`src/rtl/xy_region_pkg.sv`:
```
package xy_region_pkg;
  localparam int PORT_N = 5;
  localparam int P_LOCAL = 0;
  localparam int P_NORTH = 1;
  localparam int P_EAST  = 2;
  localparam int P_SOUTH = 3;
  localparam int P_WEST  = 4;

  // Flags handed from the datapath to the control
  typedef struct packed {
    logic atDest;
    logic hasX;
    logic hasY;
    logic goEast;
    logic goNorth;
    logic pickX;
  } routeFlags_t;
endpackage

```
`src/rtl/xy_region_dp.sv`:
```
module xy_region_dp
  import xy_region_pkg::*;
#(
  parameter int COORD_W = 3,
  parameter int OCC_W = 3,
  parameter int CONG_W = 4,
  parameter int CLU_SHIFT = 1
) (
  input  logic clk,
  input  logic rstN,
  input  logic [COORD_W-1:0] curX,
  input  logic [COORD_W-1:0] curY,
  input  logic [COORD_W-1:0] dstX,
  input  logic [COORD_W-1:0] dstY,
  input  logic [OCC_W-1:0] occEast,
  input  logic [OCC_W-1:0] occWest,
  input  logic [OCC_W-1:0] occNorth,
  input  logic [OCC_W-1:0] occSouth,
  input  logic [CONG_W-1:0] congEast,
  input  logic [CONG_W-1:0] congWest,
  input  logic [CONG_W-1:0] congNorth,
  input  logic [CONG_W-1:0] congSouth,
  output routeFlags_t flags
);
  localparam int CLU_W = COORD_W - CLU_SHIFT;

  logic goEast, goWest, goNorth, goSouth;
  logic [OCC_W-1:0] occX, occY;
  logic [CONG_W-1:0] congX, congY;
  logic [CLU_W-1:0] curCx, curCy, dstCx, dstCy, distCx, distCy;
  logic nearMode, nodePickX, cluPickX;

  always_comb begin
    goEast  = dstX > curX;
    goWest  = dstX < curX;
    goNorth = dstY > curY;
    goSouth = dstY < curY;
    occX  = goEast ? occEast : occWest;
    occY  = goNorth ? occNorth : occSouth;
    congX = goEast ? congEast : congWest;
    congY = goNorth ? congNorth : congSouth;
  end

  always_comb begin
    curCx = curX[COORD_W-1:CLU_SHIFT];
    curCy = curY[COORD_W-1:CLU_SHIFT];
    dstCx = dstX[COORD_W-1:CLU_SHIFT];
    dstCy = dstY[COORD_W-1:CLU_SHIFT];
    distCx = (curCx > dstCx) ? curCx - dstCx : dstCx - curCx;
    distCy = (curCy > dstCy) ? curCy - dstCy : dstCy - curCy;
    nearMode = (distCx <= CLU_W'(1)) || (distCy <= CLU_W'(1));
  end

  always_comb begin
    nodePickX = occX <= occY;
    cluPickX  = congX <= congY;
    flags.atDest  = !(goEast || goWest || goNorth || goSouth);
    flags.hasX    = goEast || goWest;
    flags.hasY    = goNorth || goSouth;
    flags.goEast  = goEast;
    flags.goNorth = goNorth;
    flags.pickX   = nearMode ? nodePickX : cluPickX;
  end


  tie_prefers_x_chk: assert property (@(posedge clk) disable iff (!rstN)
    (nearMode && occX == occY) || (!nearMode && congX == congY) |-> flags.pickX);


  near_lower_occ_chk: assert property (@(posedge clk) disable iff (!rstN)
    nearMode && occX < occY |-> flags.pickX);


  far_lower_cong_chk: assert property (@(posedge clk) disable iff (!rstN)
    !nearMode && congY < congX |-> !flags.pickX);
endmodule

```
`src/rtl/xy_region_ctl.sv`:
```
module xy_region_ctl
  import xy_region_pkg::*;
(
  input  logic clk,
  input  logic rstN,
  input  logic inValid,
  input  routeFlags_t flags,
  output logic portValid,
  output logic [PORT_N-1:0] portOut
);
  logic [PORT_N-1:0] choice;

  always_comb begin
    choice = '0;
    if (flags.atDest)
      choice[P_LOCAL] = 1'b1;
    else if (flags.hasX && (!flags.hasY || flags.pickX))
      choice[flags.goEast ? P_EAST : P_WEST] = 1'b1;
    else
      choice[flags.goNorth ? P_NORTH : P_SOUTH] = 1'b1;
  end

  always_ff @(posedge clk) begin
    if (!rstN) begin
      portValid <= 1'b0;
      portOut   <= '0;
    end else begin
      portValid <= inValid;
      portOut   <= inValid ? choice : '0;
    end
  end


  valid_follows_chk: assert property (@(posedge clk) disable iff (!rstN)
    inValid |=> portValid);


  idle_zero_chk: assert property (@(posedge clk) disable iff (!rstN)
    !portValid |-> portOut == '0);


  onehot_out_chk: assert property (@(posedge clk) disable iff (!rstN)
    portValid |-> $countones(portOut) == 1);


  local_at_dest_chk: assert property (@(posedge clk) disable iff (!rstN)
    inValid && flags.atDest |=> portOut[P_LOCAL]);


  single_x_chk: assert property (@(posedge clk) disable iff (!rstN)
    inValid && flags.hasX && !flags.hasY |=> (portOut[P_EAST] || portOut[P_WEST]));
endmodule

```
`src/rtl/xy_region_sel.sv`:
```
module xy_region_sel
  import xy_region_pkg::*;
#(
  parameter int COORD_W = 3,
  parameter int OCC_W = 3,
  parameter int CONG_W = 4,
  parameter int CLU_SHIFT = 1
) (
  input  logic clk,
  input  logic rstN,
  input  logic inValid,
  input  logic [COORD_W-1:0] curX,
  input  logic [COORD_W-1:0] curY,
  input  logic [COORD_W-1:0] dstX,
  input  logic [COORD_W-1:0] dstY,
  input  logic [OCC_W-1:0] occEast,
  input  logic [OCC_W-1:0] occWest,
  input  logic [OCC_W-1:0] occNorth,
  input  logic [OCC_W-1:0] occSouth,
  input  logic [CONG_W-1:0] congEast,
  input  logic [CONG_W-1:0] congWest,
  input  logic [CONG_W-1:0] congNorth,
  input  logic [CONG_W-1:0] congSouth,
  output logic portValid,
  output logic [4:0] portOut
);
  routeFlags_t flags;

  xy_region_dp #(
    .COORD_W(COORD_W), .OCC_W(OCC_W), .CONG_W(CONG_W), .CLU_SHIFT(CLU_SHIFT)
  ) dp_i (
    .clk(clk), .rstN(rstN),
    .curX(curX), .curY(curY), .dstX(dstX), .dstY(dstY),
    .occEast(occEast), .occWest(occWest), .occNorth(occNorth), .occSouth(occSouth),
    .congEast(congEast), .congWest(congWest), .congNorth(congNorth), .congSouth(congSouth),
    .flags(flags)
  );

  xy_region_ctl ctl_i (
    .clk(clk), .rstN(rstN), .inValid(inValid), .flags(flags),
    .portValid(portValid), .portOut(portOut)
  );
endmodule

```
`config.mk`:
```
export PLATFORM = sky130hd
export DESIGN_NAME = xy_region_sel
export DESIGN_NICKNAME = d
export VERILOG_FILES = /design/src/rtl/xy_region_pkg.sv /design/src/rtl/xy_region_dp.sv /design/src/rtl/xy_region_ctl.sv /design/src/rtl/xy_region_sel.sv
export SDC_FILE = /design/constraint.sdc
export NUM_CORES = 1
export LEC_CHECK = 0
export ABC_AREA = 1
export BUFFER_PORTS_ARGS = -buffer_cell sky130_fd_sc_hd__buf_4
export CAP_MARGIN = 0
export CORE_UTILIZATION = 30
export DETAILED_ROUTE_END_ITERATION = 12
export PLACE_DENSITY = 0.54
export SKIP_CTS_REPAIR_TIMING = 1
export SYNTH_ARGS = -nofsm -noshare
export SYNTH_HDL_FRONTEND = slang
export SYNTH_SLANG_ARGS = --single-unit
```
`constraint.sdc`:
```
create_clock -name clk -period 7.3 [get_ports clk]
set_clock_uncertainty 0.15 [all_clocks]
set_input_delay 1.46 -clock clk [delete_from_list [all_inputs] [get_ports clk]]
set_output_delay 1.46 -clock clk [all_outputs]
set_load 0.1 [all_outputs]
```
---- Word-level counts from Yosys, hierarchy flattened ----
Cells that the tools add are included.
storage, ports and cells
  output and inout bits ................... 6
  register bits after elaboration ......... 6
  logic and storage cells ................. 48
  input bits .............................. 43
cells by class
  multiplexer cells ....................... 15
  add/subtract/negate cells ............... 4
  $lt $le $gt $ge ......................... 14
  reductions and logical operators ........ 12
operators with widths
  operator             count
  $ge 32x1->1 const B  2
  $lt 32x5->1 const B  2
  $mux 3               3
  $mux 4               2
  $sub 2x2->2          4
  $demux 1 s3          2
  $gt 3x3->1           2
  $logic_or 1x1->1     6
  $lt 3x3->1           2
  $mux 2               3
  $mux 5               1
  $gt 2x2->1           2
  $le 2x1->1 const B   2
  $le 4x4->1           1
  $mux 1               4
  $le 3x3->1           1
  $logic_and 1x1->1    3
  $reduce_and 3->1     1
  $reduce_and 2->1     1
  $logic_not 1->1      1

---- Logic depth before layout (Yosys ltp) ----
Gate-level depths: netlist of the first run.
  word-level depth ........................ 9
  mapped depth ............................ 20
  depth with buffers taken out ............ 20

---- Cells and area by module ----
A second synthesis of the first run with hierarchy kept.
second synthesis, totals
  cell total of the unflattened synthesis .. 157
  area total of the unflattened synthesis .. 967.2 um^2
by module, submodules not included
  module         cells an instance  area an instance (um^2)  seq. area each (um^2)  instances
  xy_region_dp   135                783.3                    0.0                    1
  xy_region_ctl  22                 183.9                    120.1                  1

---- Least setup slack after synthesis of the first run ----
Ideal clock, no wire load.
  kind .................................... input-to-reg
  start ................................... in curY[2]
  end ..................................... reg ctl_i.portOut[1]
  stages .................................. 15
  library setup time ...................... 0.121 ns
  setup slack ............................. 3.812 ns
  required time ........................... 7.029 ns
  buffers on the path ..................... 0
  arrival ................................. 3.217 ns
  cells stage by stage .................... inv_1 -> ha_1 -> a21oi_1 -> o21ai_2 -> nand2_2 -> mux2i_1 -> ha_1 -> a21oi_1 -> o21ai_0 -> nand2_1 -> o21ai_1 -> nand3_1 -> nand2_1 -> nand2_1 -> nor2_1
between the ends
  cells in the longest elaborated chain, start to end .. 8
  elaborated cells between the ends (all ways) .. 27
  those cells by class .................... add/sub (2); order compare (8); mux (8); reduce/logical (9)
ends and longest elaborated chain
  element                                                              RTL line             text
  from (decl)                                                          xy_region_sel.sv:13  input logic [COORD_W-1:0] curY,
  parallel branches: the longest is 8 deep, another holds $ge 32x1->1  n/a
  to (signal assigned)                                                 xy_region_ctl.sv:29  portOut <= inValid ? choice : '0;
  to (decl)                                                            xy_region_ctl.sv:9   output logic [PORT_N-1:0] portOut
Several ways; the timed one is not identified.
A chain may end at the register's enable or synchronous reset.

---- Worst setup path after layout of the first run ----
  start ................................... in curX[2]
  end ..................................... reg ctl_i.portOut[3]
between the ends
  cells in the longest elaborated chain, start to end .. 8
  elaborated cells between the ends (all ways) .. 26
  those cells by class .................... add/sub (2); order compare (8); mux (8); reduce/logical (8)
ends and longest elaborated chain
  element                                                              RTL line             text
  from (decl)                                                          xy_region_sel.sv:12  input logic [COORD_W-1:0] curX,
  parallel branches: the longest is 8 deep, another holds $ge 32x1->1  n/a
Several ways; the timed one is not identified.

==> results of run 1 <==
## kinds of logic after synthesis
group	after synthesis	share of synthesized area [%]
AND/OR/NAND/NOR	64	31.4
buffers and inverters	22	9.76
adder cells (fa/ha/maj)	19	29.9
AO/OA/AOI/OAI	9	6.51
multiplexers	7	8.28
flip-flops	6	14.2
## registers in the layout, indices dropped and copies added (netlist names)
signal / flops
ctl_i.portOut: 5
ctl_i.portValid: 1
## synth_stat cells, drive strengths merged
master	count
dfxtp	6
a21oi	4
nor2	7
nand3b	1
fa	2
nand3	8
nor3	1
o21bai	1
o21ai	4
ha	17
inv	22
nand2	47
mux2i	7
## critical path, stage by stage
cell      delay [ns]
buf_4           0.09
inv_1           0.04
ha_1            0.33
a21oi_1         0.22
o21ai_2         0.10
nand2_2         0.20
inv_2           0.11
nand2_1         0.07
nand2_1         0.05
ha_1            0.29
inv_1           0.04
o21bai_1        0.13
nand2_1         0.07
nand2_1         0.05
nand2_1         0.05
nand2_1         0.06
nand3_1         0.09
nand2_1         0.07
nand2_1         0.06
nor2_1          0.09
## layout make-up
cell class,count,area share [%]
timing repair buffer,48,28.5
sequential,6,9.49
inverter,22,6.52
multi-input combinational,99,50.8
tap,30,2.96
clock buffer,3,1.78
## how the worst max path moves through the flow
stage	end	slack [ns]	depth (start not counted)
after floorplan	ctl_i.portOut[1]$_SDFF_PP0_	3.81	15
after global placement	ctl_i.portOut[3]$_SDFF_PP0_	3.40	20
after detailed placement	ctl_i.portOut[3]$_SDFF_PP0_	3.39	20
after CTS	ctl_i.portOut[3]$_SDFF_PP0_	3.61	20
after global routing	ctl_i.portOut[3]$_SDFF_PP0_	3.37	20
final	ctl_i.portOut[3]$_SDFF_PP0_	3.65	20
## layer usage
layer / GRT usage (%) / vias to the layer above / part of all wire [%]
li1: - / 501 / -
met1: 17.4 / 374 / 48
met2: 21.7 / 23 / 46
met3: 0.820 / 4 / 4.4
met4: 5.00 / 0 / 1.0
met5: 0 / - / 0
## through the flow
stage          util [%]  hold WS (ns)  power (mW)
5_1_grt            49.3          1.36       0.190
3_3_place_gp       48.4          1.58       0.145
2_1_floorplan         -          1.46       0.112
4_1_cts            49.3          1.33       0.177
3_5_place_dp       48.4          1.58       0.146
6_report           49.3          1.33       0.174
## power groups by stage
stage | clock network (mW) | registers [mW] | logic (mW)
after global placement | 0 | 0.0364 | 0.109
after global routing | 0.0317 | 0.0360 | 0.122
final | 0.0294 | 0.0358 | 0.109
after CTS | 0.0304 | 0.0359 | 0.110
after detailed placement | 0 | 0.0365 | 0.109
after floorplan | 0 | 0.0536 | 0.0581
==> impl_metrics.toml, run 1 <==
[outcome]
status = "finished clean"

[synthesis]
postSynthRegisterBits = 6
synthesis.area_um2 = 846
synth_top_area_share_pct = 25.1
postSynthNetCount = 189
syn_inst = 127
synth.yosys.warnings = 0
synthesis.area_per_instance_um2 = 6.66
post_synth_main_area_contributors = "ha_1 (25%), nand2_1 (19%), dfxtp_1 (14%)"
synth_area_leader_cell = "ha_1"
yosysSeqAreaShare_pct = 14.2
post_synth_num_cell_types = 17

[sta]
slew_headroom_pct = 81.4
finalWorstPathRequiredPeriod_ns = 3.65
clock.fmax_mhz = 274
final.setup.worst_slack_ns = 3.65
final_max_slew_viol_count = 0
setup_tns_ns = 0
setup_viol_count_final = 0
hold_viol_final = 0
unrepaired_setup_endpoints_after_global_routing = "false"
tightestPinTransition_ns = 0.281
final.period_utilization_pct = 50.1

[hold_path]
hold_class = "input port to register"
hold_end = "ctl_i.portValid$_SDFF_PN0_"
min_delay_path_depth = 3
hp-start = "inValid"

[grt]
initial_antenna_violation_count = 0
groute.usage.overall_pct = 13.0
via_count_of_the_first_global_routing_pass = 761
grt_remaining_overflow = 0
grt_start_max_net_pins = 10
grt_pass1_wl_um = 2890

[layout]
stdcell_area_um2 = 1270
regArea_um2 = 120
final.fill_count = 269
area.growth.synth_to_final_pct = 49.7
layoutNonFillerInstCount = 208
antenna-diode-count = 0
final_cell_mix = "buf_4 (48), nand2_1 (43), inv_1 (21)"
multiInputGateArea_um2 = 643
final_nets = 242
mostFrequentLayoutCell = "buf_4"
layout-drive-gt1-share_pct = 32.6

[run]
max-cap-violations = 0

[drt]
firstDrtPassIters = 4
final_antenna_violating_net_count = 0
vias = 902
route.final.wire_length_um = 1950
post-route-drc-count = 0
drt_iter0_drc = 11
via_per_inst = 4.34
wire_per_inst_um = 9.37

[floorplanning]
die_h_um = 55.1
rows = 18
overall_die_area_um2 = 3040
placeableCoreArea_um2 = 2570
floorplan.die.width_um = 55.1
num_io_pins = 49
initial_utilization_pct = 32.9

[critical_path]
worstPathRequired_ns = 7.32
timing.critical_path.fanout_max = 9
crit_type = "input port to register"
timing.critical_path.from = "curX[2]"
critPathLaunchType = "input port"
crit_arrival_ns = 3.68
endpoint_kind = "register"

[clocking]
cts_root_buf = "clkbuf_4"
clock_tree_from_tritoncts = "yes"
cts-root-to-sink-buffers = 2
clock_sink_count = 6
cts.htree.levels = 1
cts_buffers = 3
cts.clk_slew.worst_paths_ns = 0.04

[pwr]
p_clk_share_pct = 16.9
switchingPower_uw = 75.3
switching_share_pct = 43.2
pwr-share-comb_pct = 62.6
max-vdd-ir-drop_uv = 114
p_leak_nw = 0.786
power_density_nw_per_um2 = 138
sequentialPowerShare_pct = 20.6
power.internal_uw = 98.9

[placed_design]
numPortBuffers = 48
gpl.final_weighted_congestion = 0.765
dp_hpwl_um = 1710
post-place-ws_ns = 3.39
place_area_um2 = 1240
dpl.cell_count = 205
(Power assumes the default switching activity.)
==> run 2, diff against run 1 <==
ABC_AREA = 0   (was 1)
clock period = 3.6 ns   (was 7.3 ns; I/O delays follow)
==> run 2 against run 1 <==
  * Combinational power up 99%
  * Sequential share of layout area shrank 0.25 points
  * Cell count fell by 13%
  * Critical endpoint is now ctl_i.portOut[4]$_SDFF_PN0_
  * Via count down 4.5%
  * Die area up 1.1%
  * Sequential cell count unchanged
  * Utilization shrank 1.8 points
  * Design area rose by 2.7%
  * Non-clock buffer count grew 3
  * Global-route usage is 0.48 points higher
  * Sequential power grew 100%
  * Clock-buffer cell count did not move
==> impl_metrics.toml, run 2 <==
[layout]
layoutNonFillerInstCount = 181
mostFrequentLayoutCell = "buf_4"
antenna-diode-count = 0
area.growth.synth_to_final_pct = 51.9
finalCoreUtilization_pct = 47.6
regArea_um2 = 120
final.fill_count = 267
multiInputGateArea_um2 = 676
biggestRegsByFlops = "ctl_i.portOut (5), ctl_i.portValid (1)"
largest_register_ffs = 5
layout-drive-gt1-share_pct = 44.7
max_flop_register = "ctl_i.portOut"
final_nets = 214
final_cell_mix = "buf_4 (51), ha_1 (17), inv_1 (16)"

[floorplanning]
die_h_um = 55.4
placeableCoreArea_um2 = 2730
initial_utilization_pct = 31.3
floorplan.die.width_um = 55.4
overall_die_area_um2 = 3070
num_io_pins = 49
rows = 19

[critical_path]
crit_arrival_ns = 3.30
crit_family = "compound AO/OA/AOI/OAI gates"
critical_path.most_common_cell = "ha_1"
timing.critical_path.cells = "buf_4 -> inv_1 -> ha_1 -> and2b_1 -> o21ai_1 -> a32oi_2 -> mux2_2 -> ha_1 -> nor2b_1 -> o211ai_1 -> a21oi_1 -> mux2_4 -> a211oi_2"
critical_path_depth = 13
critical_path_buf_inv_count = 2
critPathLaunchType = "input port"
master_of_the_slowest_instance_on_the_critical_path = "mux2_2"
critical_path.max_stage_delay_ns = 0.39
crit_type = "input port to register"
worstPathRequired_ns = 3.60
endpoint_kind = "register"
timing.critical_path.fanout_max = 6

[sta]
hold_viol_final = 0
setup_viol_count_final = 0
final_max_slew_viol_count = 0
clock.fmax_mhz = 303
slew_headroom_pct = 63.1
final.setup.worst_slack_ns = 0.301
tightestPinTransition_ns = 0.547
final.period_utilization_pct = 91.6
setup_tns_ns = 0
finalWorstPathRequiredPeriod_ns = 3.30
holdWs_ns = 0.678
unrepaired_setup_endpoints_after_global_routing = "false"

[synthesis]
synthesis.area_um2 = 856
synth.yosys.warnings = 0
synth.mux.area_fraction_pct = 20.3
synth_fa_ha_area_share_pct = 29.5
post_synth_main_area_contributors = "ha_1 (25%), dfxtp_1 (14%), mux2i_1 (9.4%)"
synthesis.area_per_instance_um2 = 8.91
postSynthNetCount = 158
postSynthRegisterBits = 6
synth_edf_count = 0
synthXorXnorAreaFrac_pct = 1.02
synth_top_family_by_area = "adder cells"
async_flop_share_pct = 0
post_synth_num_cell_types = 28
yosys-top-cells-count = "ha_1 (17), inv_1 (16), mux2i_1 (8)"
syn_inst = 96
fraction_of_the_mapped_netlist_area_in_simple_logic_gates_pct = 11.1
complex_gate_fraction_of_the_synthesized_area_pct = 17.0
synth_top_area_share_pct = 24.9
synth_area_leader_cell = "ha_1"
yosysSeqAreaShare_pct = 14.0
yosys_most_used_dff = "dfxtp_1"
yosysMostFrequentCell = "ha_1"

[clocking]
cts_buffers = 3
cts_root_buf = "clkbuf_4"
cts.clk_slew.worst_paths_ns = 0.04
clock_sink_count = 6
clock_tree_from_tritoncts = "yes"
cts.htree.levels = 1
cts-root-to-sink-buffers = 2

[drt]
drt_iter0_drc = 12
via_per_inst = 4.76
vias = 861
post-route-drc-count = 0
final_antenna_violating_net_count = 0
firstDrtPassIters = 6
wire_per_inst_um = 10.8
route.final.wire_length_um = 1960

[pwr]
p_leak_nw = 0.689
max-vdd-ir-drop_uv = 200
power_density_nw_per_um2 = 268

[grt]
via_count_of_the_first_global_routing_pass = 850
grt_remaining_overflow = 0
grt_start_max_net_pins = 10
groute.usage.overall_pct = 13.5
initial_antenna_violation_count = 0
grt_pass1_wl_um = 3410

[hold_path]
min_delay_path_depth = 3
hold_class = "input port to register"

[outcome]
status = "finished clean"

[run]
max-cap-violations = 0

[placed_design]
gpl.final_weighted_congestion = 0.730
post-place-ws_ns = 0.0322
dp_hpwl_um = 1820
dpl.cell_count = 178
numPortBuffers = 48
-- run 2: cells by family (layout without fill, tap and decap cells) --
family / after synthesis / after routing
xor+xnor: 1 / 1
mux: 16 / 16
compound gates: 20 / 20
simple gates: 18 / 18
fa+ha+maj: 19 / 19
flops: 6 / 6
buf+inv: 16 / 70
-- run 2: worst min-delay path: stages --
cell	delay [ns]
buf_4	0.11
nand2_1	0.13
a211oi_2	0.05
-- run 2: layout make-up --
class                           instances  share of cell area (%)
Sequential cell                         6                    9.24
Timing Repair Buffer                   51                    29.5
Multi-Input combinational cell         74                    52.0
Clock buffer                            3                    1.73
Tap cell                               31                    2.98
Inverter                               16                    4.62
-- run 2: per-layer routing --
layer	vias to the layer above	wire (um)	global-route usage, %	part of all wire (%)
li1	450	-	-	-
met1	379	865	16.6	44
met2	32	991	23.9	51
met3	0	102	2.11	5.2
met4	0	0	4.29	0
met5	-	0	0	0
-- run 2: path summary, 6_finish.rpt --
| kind | startpoint | to | slack [ns] |
|---|---|---|---|
| setup / recovery | curX[1] | ctl_i.portOut[4]$_SDFF_PN0_ | 0.30 |
| hold / removal | inValid | ctl_i.portOut[4]$_SDFF_PN0_ | 0.68 |
-- run 2: where the power goes --
group,internal [mW],switching [mW]
clock network,0.0375,0.0213
logic,0.106,0.111
registers,0.0711,0.00117
-- run 2: per-stage QoR --
stage	instance area (um2)	total power [mW]
2_1_floorplan	856	0.219
3_3_place_gp	1280	0.289
3_5_place_dp	1280	0.293
4_1_cts	1300	0.355
5_1_grt	1300	0.380
6_report	1300	0.348
==> run 3, diff against run 2 <==
PLACE_DENSITY = 0.59   (was 0.54)
==> run 3 against run 2 <==
  * Global-route usage increased by 0.22 points
  * Die area unchanged
  * Routed wire length increased by 0.56%
  * Largest cell class unchanged
  * Highest routed layer is now met4
  * Sequential cell count unchanged
  * Combinational power about the same
  * First-iteration DRC count increased by 92%
  * Setup slack improved by 0.096 ns
  * Clock-buffer cell count unchanged
  * Total power increased by 0.26%
  * Worst hold slack got worse by 0.026 ns
  * Utilization unchanged
==> impl_metrics.toml, run 3 (synthesis results as in run 2) <==
[outcome]
status = "finished clean"

[grt]
grt_pass1_wl_um = 3530
groute.usage.overall_pct = 13.7
via_count_of_the_first_global_routing_pass = 883
grt_remaining_overflow = 0
initial_antenna_violation_count = 0
grt_start_max_net_pins = 10

[sta]
finalWorstPathRequiredPeriod_ns = 3.20
tightestPinTransition_ns = 0.554
final.period_utilization_pct = 89.0
slew_headroom_pct = 62.7
hold_viol_final = 0
setup_tns_ns = 0
setup_viol_count_final = 0
unrepaired_setup_endpoints_after_global_routing = "false"
final_max_slew_viol_count = 0
clock.fmax_mhz = 312
final.setup.worst_slack_ns = 0.397

[placed_design]
gpl.final_weighted_congestion = 0.699
place_area_um2 = 1280
post-place-ws_ns = 0.127
numPortBuffers = 48
dp_hpwl_um = 1730

[layout]
final.fill_count = 261
max_flop_register = "ctl_i.portOut"
mostFrequentLayoutCell = "buf_4"
area.growth.synth_to_final_pct = 51.9
biggestRegsByFlops = "ctl_i.portOut (5), ctl_i.portValid (1)"
regArea_um2 = 120
multiInputGateArea_um2 = 676
layout-drive-gt1-share_pct = 44.7
final_nets = 214
stdcell_area_um2 = 1300
finalCoreUtilization_pct = 47.6
final_cell_mix = "buf_4 (51), ha_1 (17), inv_1 (16)"
largest_register_ffs = 5
antenna-diode-count = 0

[drt]
wire_per_inst_um = 10.9
vias = 878
final_antenna_violating_net_count = 0
via_per_inst = 4.85
route.final.wire_length_um = 1970
drt_iter0_drc = 23
firstDrtPassIters = 6
post-route-drc-count = 0

[critical_path]
crit_family = "compound AO/OA/AOI/OAI gates"
endpoint_kind = "register"
timing.critical_path.fanout_max = 5
critPathLaunchType = "input port"
critical_path.most_common_cell = "ha_1"
crit_arrival_ns = 3.21
worstPathRequired_ns = 3.61
critical_path.max_stage_delay_ns = 0.38
crit_type = "input port to register"
timing.critical_path.cells = "buf_4 -> inv_1 -> ha_1 -> and2b_1 -> o21ai_1 -> a32oi_2 -> mux2_2 -> ha_1 -> nor2b_1 -> o211ai_1 -> a21oi_1 -> mux2_4 -> a211oi_2"
critical_path_buf_inv_count = 2
timing.critical_path.from = "curX[1]"
master_of_the_slowest_instance_on_the_critical_path = "mux2_2"

[pwr]
report.power.total_uw = 349
p_leak_nw = 0.689
power_density_nw_per_um2 = 269
max-vdd-ir-drop_uv = 221

[clocking]
cts-root-to-sink-buffers = 2
cts.htree.levels = 1
clock_tree_from_tritoncts = "yes"
cts.clk_slew.worst_paths_ns = 0.04
cts_buffers = 3
cts_root_buf = "clkbuf_4"
clock_sink_count = 6

[floorplanning]
floorplan.die.width_um = 55.4
rows = 19
die_h_um = 55.4
overall_die_area_um2 = 3070
placeableCoreArea_um2 = 2730
initial_utilization_pct = 31.3
num_io_pins = 49

[run]
max-cap-violations = 0

[hold_path]
hp-start = "inValid"
hold_class = "input port to register"
[run 3: cell counts in the layout (fill, tap and decap cells not counted)]
No cell type changed its count.
[run 3: through the flow]
stage                     std cells  hold slack (ns)
after floorplan                  96            0.742
after global placement          178            0.896
after detailed placement        178            0.893
after CTS                       181            0.645
after global routing            181            0.675
final                           181            0.652
[run 3: routing by layer]
metal  track usage (%)  wire [um]
met5                 0          0
met4              3.21          5
met3              2.11        114
met2              25.3        962
met1              16.5        887
[run 3: worst paths after layout]
path,to,depth (start not counted)
setup / recovery,ctl_i.portOut[4]$_SDFF_PN0_,13
hold / removal,ctl_i.portOut[4]$_SDFF_PN0_,3
[run 3: tightest hold or removal path, cell delays in order]
cell and delay [ns]:
buf_4 0.11, nand2_1 0.12, a211oi_2 0.05
[run 3: report_power, final]
group	switching [mW]	total (mW)	internal [mW]
sequential	0.00114	0.0722	0.0710
clock	0.0220	0.0595	0.0376
combinational	0.111	0.218	0.106
total	0.134	0.349	0.215
[run 3: final cells by class]
class / count / area share (%)
multi-input cells: 74 / 52.0
repair buffers: 51 / 29.5
well taps: 31 / 2.98
flip-flops and latches: 6 / 9.24
clock buffers: 3 / 1.73
inverters: 16 / 4.62
